[src/rtl/pwc_pkg.sv]
package pwc_pkg;
  typedef enum logic {
    PH_FILL   = 1'b0,
    PH_COMMIT = 1'b1
  } phase_e;
endpackage

[src/rtl/pwc_addr_ctr.sv]
module pwc_addr_ctr #(
  parameter int unsigned AW    = 8,
  parameter int unsigned OFS_W = 3
) (
  input  logic          clk_i,
  input  logic          rst_ni,
  input  logic          load_i,
  input  logic [AW-1:0] load_val_i,
  input  logic          step_i,
  output logic [AW-1:0] addr_o
);
  logic [AW-1:0] addr_q;

  always_ff @(posedge clk_i or negedge rst_ni) begin
    if (!rst_ni) begin
      addr_q <= '0;
    end else if (load_i) begin
      addr_q <= load_val_i;
    end else if (step_i) begin
      // only the in-page offset advances
      addr_q <= {addr_q[AW-1:OFS_W], addr_q[OFS_W-1:0] + 1'b1};
    end
  end

  assign addr_o = addr_q;
endmodule

[src/rtl/pwc_page_buf.sv]
module pwc_page_buf #(
  parameter int unsigned PAGE_BYTES = 8,
  parameter int unsigned OFS_W      = 3
) (
  input  logic             clk_i,
  input  logic             rst_ni,
  input  logic             wr_en_i,
  input  logic [OFS_W-1:0] wr_ofs_i,
  input  logic [7:0]       wr_data_i,
  input  logic             clr_i,
  input  logic [OFS_W-1:0] rd_ofs_i,
  output logic [7:0]       rd_data_o,
  output logic             rd_vld_o,
  output logic             any_vld_o
);
  logic [7:0]            data_q [PAGE_BYTES];
  logic [PAGE_BYTES-1:0] vld_q;

  for (genvar i = 0; i < PAGE_BYTES; i++) begin : g_slot
    logic hit;
    assign hit = wr_en_i && (wr_ofs_i == OFS_W'(i));

    always_ff @(posedge clk_i or negedge rst_ni) begin
      if (!rst_ni) begin
        data_q[i] <= '0;
        vld_q[i]  <= 1'b0;
      end else if (clr_i) begin
        vld_q[i]  <= 1'b0;
      end else if (hit) begin
        data_q[i] <= wr_data_i;
        vld_q[i]  <= 1'b1;
      end
    end
  end

  assign rd_data_o = data_q[rd_ofs_i];
  assign rd_vld_o  = vld_q[rd_ofs_i];
  assign any_vld_o = |vld_q;
endmodule

[src/rtl/pwc_commit_timer.sv]
module pwc_commit_timer
  import pwc_pkg::*;
#(
  parameter int unsigned WR_CYCLES  = 64,  // must be >= PAGE_BYTES
  parameter int unsigned PAGE_BYTES = 8,
  parameter int unsigned OFS_W      = 3
) (
  input  logic             clk_i,
  input  logic             rst_ni,
  input  logic             start_i,
  output logic             busy_o,
  output logic             in_page_o,
  output logic             done_o,
  output logic [OFS_W-1:0] idx_o
);
  localparam int unsigned CNT_W = $clog2(WR_CYCLES) + 1;

  phase_e           phase_q;
  logic [CNT_W-1:0] cnt_q;
  logic             last;

  assign last = (cnt_q == CNT_W'(WR_CYCLES - 1));

  always_ff @(posedge clk_i or negedge rst_ni) begin
    if (!rst_ni) begin
      phase_q <= PH_FILL;
      cnt_q   <= '0;
    end else if (phase_q == PH_FILL) begin
      if (start_i) begin
        phase_q <= PH_COMMIT;
        cnt_q   <= '0;
      end
    end else if (last) begin
      phase_q <= PH_FILL;
      cnt_q   <= '0;
    end else begin
      cnt_q <= cnt_q + 1'b1;
    end
  end

  assign busy_o    = (phase_q == PH_COMMIT);
  assign done_o    = busy_o && last;
  assign in_page_o = busy_o && (cnt_q < CNT_W'(PAGE_BYTES));
  assign idx_o     = cnt_q[OFS_W-1:0];
endmodule

[src/rtl/page_commit_engine.sv]
module page_commit_engine #(
  parameter int unsigned PAGE_BYTES = 8,
  parameter int unsigned NUM_PAGES  = 32,
  parameter int unsigned WR_CYCLES  = 64,
  localparam int unsigned OFS_W     = $clog2(PAGE_BYTES),
  localparam int unsigned AW        = $clog2(PAGE_BYTES * NUM_PAGES)
) (
  input  logic          clk_i,
  input  logic          rst_ni,
  input  logic          wp_i,
  input  logic          addr_load_i,
  input  logic [AW-1:0] addr_i,
  input  logic          byte_valid_i,
  input  logic [7:0]    byte_i,
  input  logic          stop_i,
  output logic          busy_o,
  output logic [AW-1:0] cur_addr_o,
  output logic          mem_we_o,
  output logic [AW-1:0] mem_addr_o,
  output logic [7:0]    mem_wdata_o
);
  logic             busy, in_page, done;
  logic [OFS_W-1:0] idx;
  logic [AW-1:0]    addr;
  logic             load_en, byte_en, start, clr;
  logic [7:0]       rd_data;
  logic             rd_vld, any_vld, protect;

  // stop has priority, then load, then data
  assign load_en = !busy && !stop_i && addr_load_i;
  assign byte_en = !busy && !stop_i && !addr_load_i && byte_valid_i;
  assign start   = !busy && stop_i && any_vld;
  assign clr     = load_en || done;

  pwc_addr_ctr #(.AW(AW), .OFS_W(OFS_W)) u_addr (
    .clk_i      (clk_i),
    .rst_ni     (rst_ni),
    .load_i     (load_en),
    .load_val_i (addr_i),
    .step_i     (byte_en),
    .addr_o     (addr)
  );

  pwc_page_buf #(.PAGE_BYTES(PAGE_BYTES), .OFS_W(OFS_W)) u_buf (
    .clk_i     (clk_i),
    .rst_ni    (rst_ni),
    .wr_en_i   (byte_en),
    .wr_ofs_i  (addr[OFS_W-1:0]),
    .wr_data_i (byte_i),
    .clr_i     (clr),
    .rd_ofs_i  (idx),
    .rd_data_o (rd_data),
    .rd_vld_o  (rd_vld),
    .any_vld_o (any_vld)
  );

  pwc_commit_timer #(
    .WR_CYCLES (WR_CYCLES),
    .PAGE_BYTES(PAGE_BYTES),
    .OFS_W     (OFS_W)
  ) u_timer (
    .clk_i     (clk_i),
    .rst_ni    (rst_ni),
    .start_i   (start),
    .busy_o    (busy),
    .in_page_o (in_page),
    .done_o    (done),
    .idx_o     (idx)
  );

  // write protect sampled per byte at commit time
  assign protect     = wp_i && addr[AW-1];
  assign mem_we_o    = in_page && rd_vld && !protect;
  assign mem_addr_o  = {addr[AW-1:OFS_W], idx};
  assign mem_wdata_o = rd_data;
  assign busy_o      = busy;
  assign cur_addr_o  = addr;
endmodule

[config.mk]
export PLATFORM = sky130hd
export DESIGN_NAME = page_commit_engine
export DESIGN_NICKNAME = d
export VERILOG_FILES = /design/src/rtl/pwc_pkg.sv /design/src/rtl/pwc_addr_ctr.sv /design/src/rtl/pwc_page_buf.sv /design/src/rtl/pwc_commit_timer.sv /design/src/rtl/page_commit_engine.sv
export SDC_FILE = /design/constraint.sdc
export NUM_CORES = 1
export LEC_CHECK = 0
export BUFFER_PORTS_ARGS = -buffer_cell sky130_fd_sc_hd__buf_4
export CAP_MARGIN = 30
export CORE_ASPECT_RATIO = 1.4
export CORE_MARGIN = 8
export CORE_UTILIZATION = 41
export CTS_BUF_LIST = sky130_fd_sc_hd__clkbuf_4 sky130_fd_sc_hd__clkbuf_8
export CTS_CLUSTER_SIZE = 24
export DETAILED_ROUTE_END_ITERATION = 10
export GPL_TIMING_DRIVEN = 0
export PLACE_DENSITY = 0.61
export SLEW_MARGIN = 0
export SYNTH_ARGS = -nofsm -noshare
export SYNTH_HDL_FRONTEND = slang
export SYNTH_SLANG_ARGS = --single-unit
[constraint.sdc]
create_clock -name clk_i -period 2.57 [get_ports clk_i]
set_input_delay 0.257 -clock clk_i [delete_from_list [all_inputs] [get_ports clk_i]]
set_output_delay 0.257 -clock clk_i [all_outputs]
set_load 0.05 [all_outputs]
Word level (Yosys, flattened, before mapping):

Cells that the tools add are included.

* word-level logic and storage cells: 108
* register bits: 88
* output and inout port bits: 26

* eq/ne operators: 8
* bitwise operators: 2
* magnitude comparators: 3
* muxes and demuxes: 29
* add/sub/neg operators: 2
* reductions and logical operators: 44

Operators by type and width (number)
* 8-bit binary-select mux with 3-bit select: 1
* 8-bit two-way mux: 3
* 7-bit two-way mux: 3
* 1-bit two-way mux: 20
* 2-bit nonzero test: 10
* 1-bit logical AND: 19
* 2-bit AND reduction: 8
* 3-bit == test, second input constant: 4
* 8-bit OR reduction: 1
* 7-bit by 1-bit adder with 7-bit output, second input constant: 1
* 7-bit by 6-bit == test with 1-bit output, second input constant: 1
* 7-bit by 4-bit < comparator with 1-bit output, second input constant: 1
* 3-bit by 2-bit == test with 1-bit output, second input constant: 2
* 4-bit greater-or-equal comparator, second input constant: 1
* 1-bit zero test: 4
* 3-bit by 4-bit < comparator with 1-bit output, second input constant: 1
* 3-bit NOT with 4-bit output: 1
* 3-bit by 1-bit adder with 3-bit output, second input constant: 1
* 1-bit binary-select mux with 3-bit select: 1
* 3-bit by 1-bit == test with 1-bit output, second input constant: 1
* 3-bit zero test: 1
* 3-bit two-way mux: 1
* 1-bit logical OR: 1
* 1-bit NOT: 1

Longest topological paths before layout:

* depth in word-level cells: 7
* mapped depth: 5

Modules after synthesis:

Synthesis repeated with hierarchy kept, for this count alone.

* cells, all modules: 284
* area total of the unflattened synthesis: 4257.8 um^2

Modules (own cells, without submodules)
* pwc_page_buf: cells an instance 198, instances 1, seq. area each 1801.7 um^2, area an instance 3384.5 um^2
* pwc_commit_timer: cells an instance 49, instances 1, seq. area each 200.2 um^2, area an instance 447.9 um^2
* pwc_addr_ctr: cells an instance 25, instances 1, seq. area each 200.2 um^2, area an instance 344.1 um^2
* page_commit_engine: cells an instance 12, instances 1, seq. area each 0.0 um^2, area an instance 81.3 um^2

Worst setup path before layout:

Ideal clock, no wire load.

* path type: reg-to-output
* from: reg u_timer.phase_q, in the netlist u_timer.busy_o
* to: out mem_we_o
* data arrival time: 3.810 ns
* setup slack: -1.497 ns
* buffers on the path: 0
* cell stages (with the launch flop): 3
* required time: 2.313 ns
* cells stage by stage: dfrtp_1 -> or4b_2 -> a2111oi_0

* word-level cells in the longest chain between the ends: 3

Ends and longest elaborated chain
* start: declaration: RTL line pwc_commit_timer.sv:18 `phase_e phase_q;`
* start signal: assignment: RTL line pwc_commit_timer.sv:26 `phase_q <= PH_FILL;`
* start signal: assignment: RTL line pwc_commit_timer.sv:30 `phase_q <= PH_COMMIT;`
* start signal: assignment: RTL line pwc_commit_timer.sv:34 `phase_q <= PH_FILL;`
* 1-bit logical AND: RTL line pwc_commit_timer.sv:43 `assign in_page_o = busy_o && (cnt_q < CNT_W'(PAGE_BYTES));`
* 1-bit logical AND (2 in a row): RTL line page_commit_engine.sv:73 `assign mem_we_o = in_page && rd_vld && !protect;`
* end: declaration: RTL line page_commit_engine.sv:18 `output logic mem_we_o,`

Every way passes these cells.

Worst setup path after layout:

* from: reg u_timer.cnt_q[0]
* to: out mem_wdata_o[5]

* word-level cells in the longest chain between the ends: 4

Ends and longest elaborated chain
* start: declaration: RTL line pwc_commit_timer.sv:19 `logic [CNT_W-1:0] cnt_q;`
* start signal: assignment: RTL line pwc_commit_timer.sv:37 `cnt_q <= cnt_q + 1'b1;`
* 3-bit NOT with 4-bit output (not written as such): RTL line pwc_page_buf.sv:36 `assign rd_data_o = data_q[rd_ofs_i];`
* 8-bit binary-select mux with 3-bit select: RTL line pwc_page_buf.sv:36
* 8-bit two-way mux (not written as such) (2 in a row): RTL line pwc_page_buf.sv:36
* end: declaration: RTL line page_commit_engine.sv:20 `output logic [7:0] mem_wdata_o`

Every way passes these cells. The select of a mux whose other input is x is not followed.

==> impl_results.md <==
* Synth cell types at 38
* Crit Path Max Fanout at 10
* Via density per instance at around 5.3
* All-Layer GR Usage at between 10% and 20%
* Vias in the first global route at 2,692
* Wirelength per Cell at between 15 and 20 µm
* Fill count at between 800 and 900
* RSZ-0062 raised after global routing: no
* Final setup viols at 0
* Routed wire length at approximately 8.7 mm
* Hold Vio Cnt, Final at 0
* Core Region at 9850 µm²
* Hold crit path type: primary input to flip-flop
* Arrival @ worst endpoint at about 2.2 ns
* Max-cap violations at 0
* Total Power at approximately 2500 µW
* Clock sink total at around 90
* Sequential area share after synthesis at a little over half
* Commonest cells after routing, fill and taps aside: dfrtp_1, buf_4, mux2_2
* Met2 Use GR at between 20% and 30%
* Largest net degree at the start of global routing at 73
* Vias after detailed routing at roughly 2.5k
* H-tree Lvls at 3
* Endpoint class of the critical path: output port
* Max-slew headroom at 48.4%
* Syn Nets at around 300
* Bufs on Longest Clock Path at 2
* Num CTS Buffers at 9
* Residual DRC at 0
* Pleak at approximately 0.0025 µW
* GR Overflow Total at 0
* Ports at 48
* First-pass GRT wire length at 14.2 mm
* Die H at approximately 130 µm
* Final Max Slew Viols at 0
* Maximum clock frequency at 0.411 GHz
* CP endpoint: mem_wdata_o[5]
* M3 GR Usage at around 2.9%
* Synth Instances at 272
* Met1 GRT Util at 16.4%
* FF+latch count, synth at approximately 90
* Inserted Diodes at 0
* Die area at ~14,000 µm²
* 1st-pass router iterations at 4
* Area grow syn2layout at 19.4%
* Setup TNS at 0 ns
* Worst reg2reg path depth at 3
* Mapped Area at between 4000 and 5000 µm²
* Skew-Pair Late Insertion Delay at around 0.35 ns
* Synth top area cells: dfrtp_1, mux2_2, mux4_2
* TritonCTS clock tree: yes
* Antenna violations before repair at 0
* Synth top area share at between 50 and 60%
* Starting Density at a little over two fifths
* CTS clk-pin slew, worst paths at roughly 0.080 ns
* Clock root buffer: clkbuf_8
* Syn Area/Cell at approximately 15 µm²
* Peak supply drop at ~250 µV
* RR Endpoint: u_buf.data_q[31]
* Area leader, netlist: dfrtp_1
* Fin crit share at between 90% and 100%
* Synth Warn # at 0
* R2R Path Start: u_timer.busy_o
* Final ANT Viol Nets at 0
* Outcome: finished, final reports clean
* Clk_skew at approximately 0.0077 ns
* Setup Crit Path Kind: flip-flop to output port
* # rows at 43
* 1st-iter DRT viols at about 90
* Sequential Area at approximately 2200 µm²
* Worst R2R Setup Slack at slightly below 0.4 ns
* Startpoint types: flip-flop
* Tightest Pin Transition at between 0.7 and 0.8 ns
* Leading cell type in the layout, fill and taps excluded: dfrtp_1
* GRT busiest layer: met2
* Die width at approximately 100 µm
* Share of cells above drive strength 1 at around 47%
* Placer congestion estimate at a little under 0.8
* # Post-CTS Setup Buffers at 0
* Dpl hpwl at approximately 5.9 mm
* Minimum clock period at roughly 2.4 ns
* Multi-input gate area at roughly 1800 µm²
* I/O Buffers at 47
* Req. time, crit path at between 2 and 2.5 ns
* Final nets at approximately 360
* Power per cell area at slightly above 500 nW/µm²
* CP startpoint: u_timer.cnt_q[0]
## layer usage
layer | part of all wire, % | up-vias
met2 | 50 | 43
li1 | - | 1140
met3 | 4.5 | 12
met1 | 44 | 1310
met4 | 2.0 | 0
met5 | 0 | -
## through the flow
step           setup WS [ns]  util (%)  instances  instance area [µm²]  hold slack, ns
2_1_floorplan          0.192         -        272                 4130         -0.0386
3_3_place_gp          0.0520      47.2        454                 4650           0.469
3_5_place_dp          0.0227      47.5        455                 4680           0.148
4_1_cts              0.00368      49.8        471                 4900           0.117
5_1_grt              0.00155      49.8        471                 4900           0.124
6_report               0.134      49.8        471                 4900           0.135
## logic make-up (layout without fill, tap and decap cells)
family	after synthesis	in the layout	synth area share (%)
AND/OR/NAND/NOR	29	29	4.30
multiplexers	98	98	31.7
flip-flops	88	88	53.6
buffers and inverters	19	83	2.59
AO/OA/AOI/OAI	30	30	5.45
XOR/XNOR	1	1	0.213
adder cells (fa/ha/maj)	7	7	2.13
## cell type report
class	count	area share [%]
clock inverters	4	1.43
plain buffers	15	2.04
clock buffers	11	2.83
well taps	135	3.44
flip-flops and latches	88	44.9
inverters	4	0.306
multi-input cells	165	37.1
repair buffers	49	7.96
## critical path, stage by stage, from the launching register on
cell,delay (ns)
dfrtp_1,0.45
buf_2,0.36
mux4_2,0.54
mux2_2,0.29
buf_4,0.19
## registers in the layout, indices dropped and copies added, names as in the netlist
signal          flops
u_addr.addr_o       8
u_buf.data_q       64
u_buf.vld_q         8
u_timer.busy_o      1
u_timer.cnt_q       7
## Yosys cell counts
library cell	count
buf_4	8
a21o_1	1
mux2_2	53
o31ai_1	1
a2111oi_0	1
nor3_1	1
nand2_2	3
nor4b_4	1
nor3b_1	1
or3_1	1
inv_1	4
ha_1	7
o31a_1	1
or4_1	2
and3_1	1
o21ai_0	6
a21bo_2	3
dfrtp_1	88
a21oi_1	3
nand2_1	7
nand3_1	6
buf_1	1
mux4_2	18
o22ai_1	3
xor2_1	1
o221a_2	1
mux2_1	24
a22o_1	7
a22oi_1	1
nand4_1	1
and2_1	1
and2b_1	1
nor2_1	2
clkbuf_1	2
a211o_1	2
buf_2	4
or4b_2	1
mux2i_1	3
## how the worst min path moves through the flow
stage	startpoint	end	slack, ns	depth (start not counted)
finish	addr_i[5]	u_addr.addr_o[5]	0.13	2
global placement	u_buf.data_q[57]	u_buf.data_q[57]	0.47	1
detailed placement	rst_ni	u_addr.addr_o[5]	0.15	1
CTS	addr_i[5]	u_addr.addr_o[5]	0.12	2
floorplan	rst_ni	u_addr.addr_o[0]	-0.04	0
global route	addr_i[3]	u_addr.addr_o[3]	0.12	2
## power breakdown
part	internal, µW	total [µW]	switching [µW]
Clock	561	1020	460
Combinational	43.5	120	76.3
Sequential	1390	1390	3.48
Total	1990	2530	539
## what timing repair did
action / CTS / global route
endpoints found under the hold margin: 16 / 0
setup endpoints to repair: 8 / 9
gates cloned: 0 / 0
gates resized for setup: 2 / 2
hold buffers: 1 / 0
(Power assumes the default switching activity.)
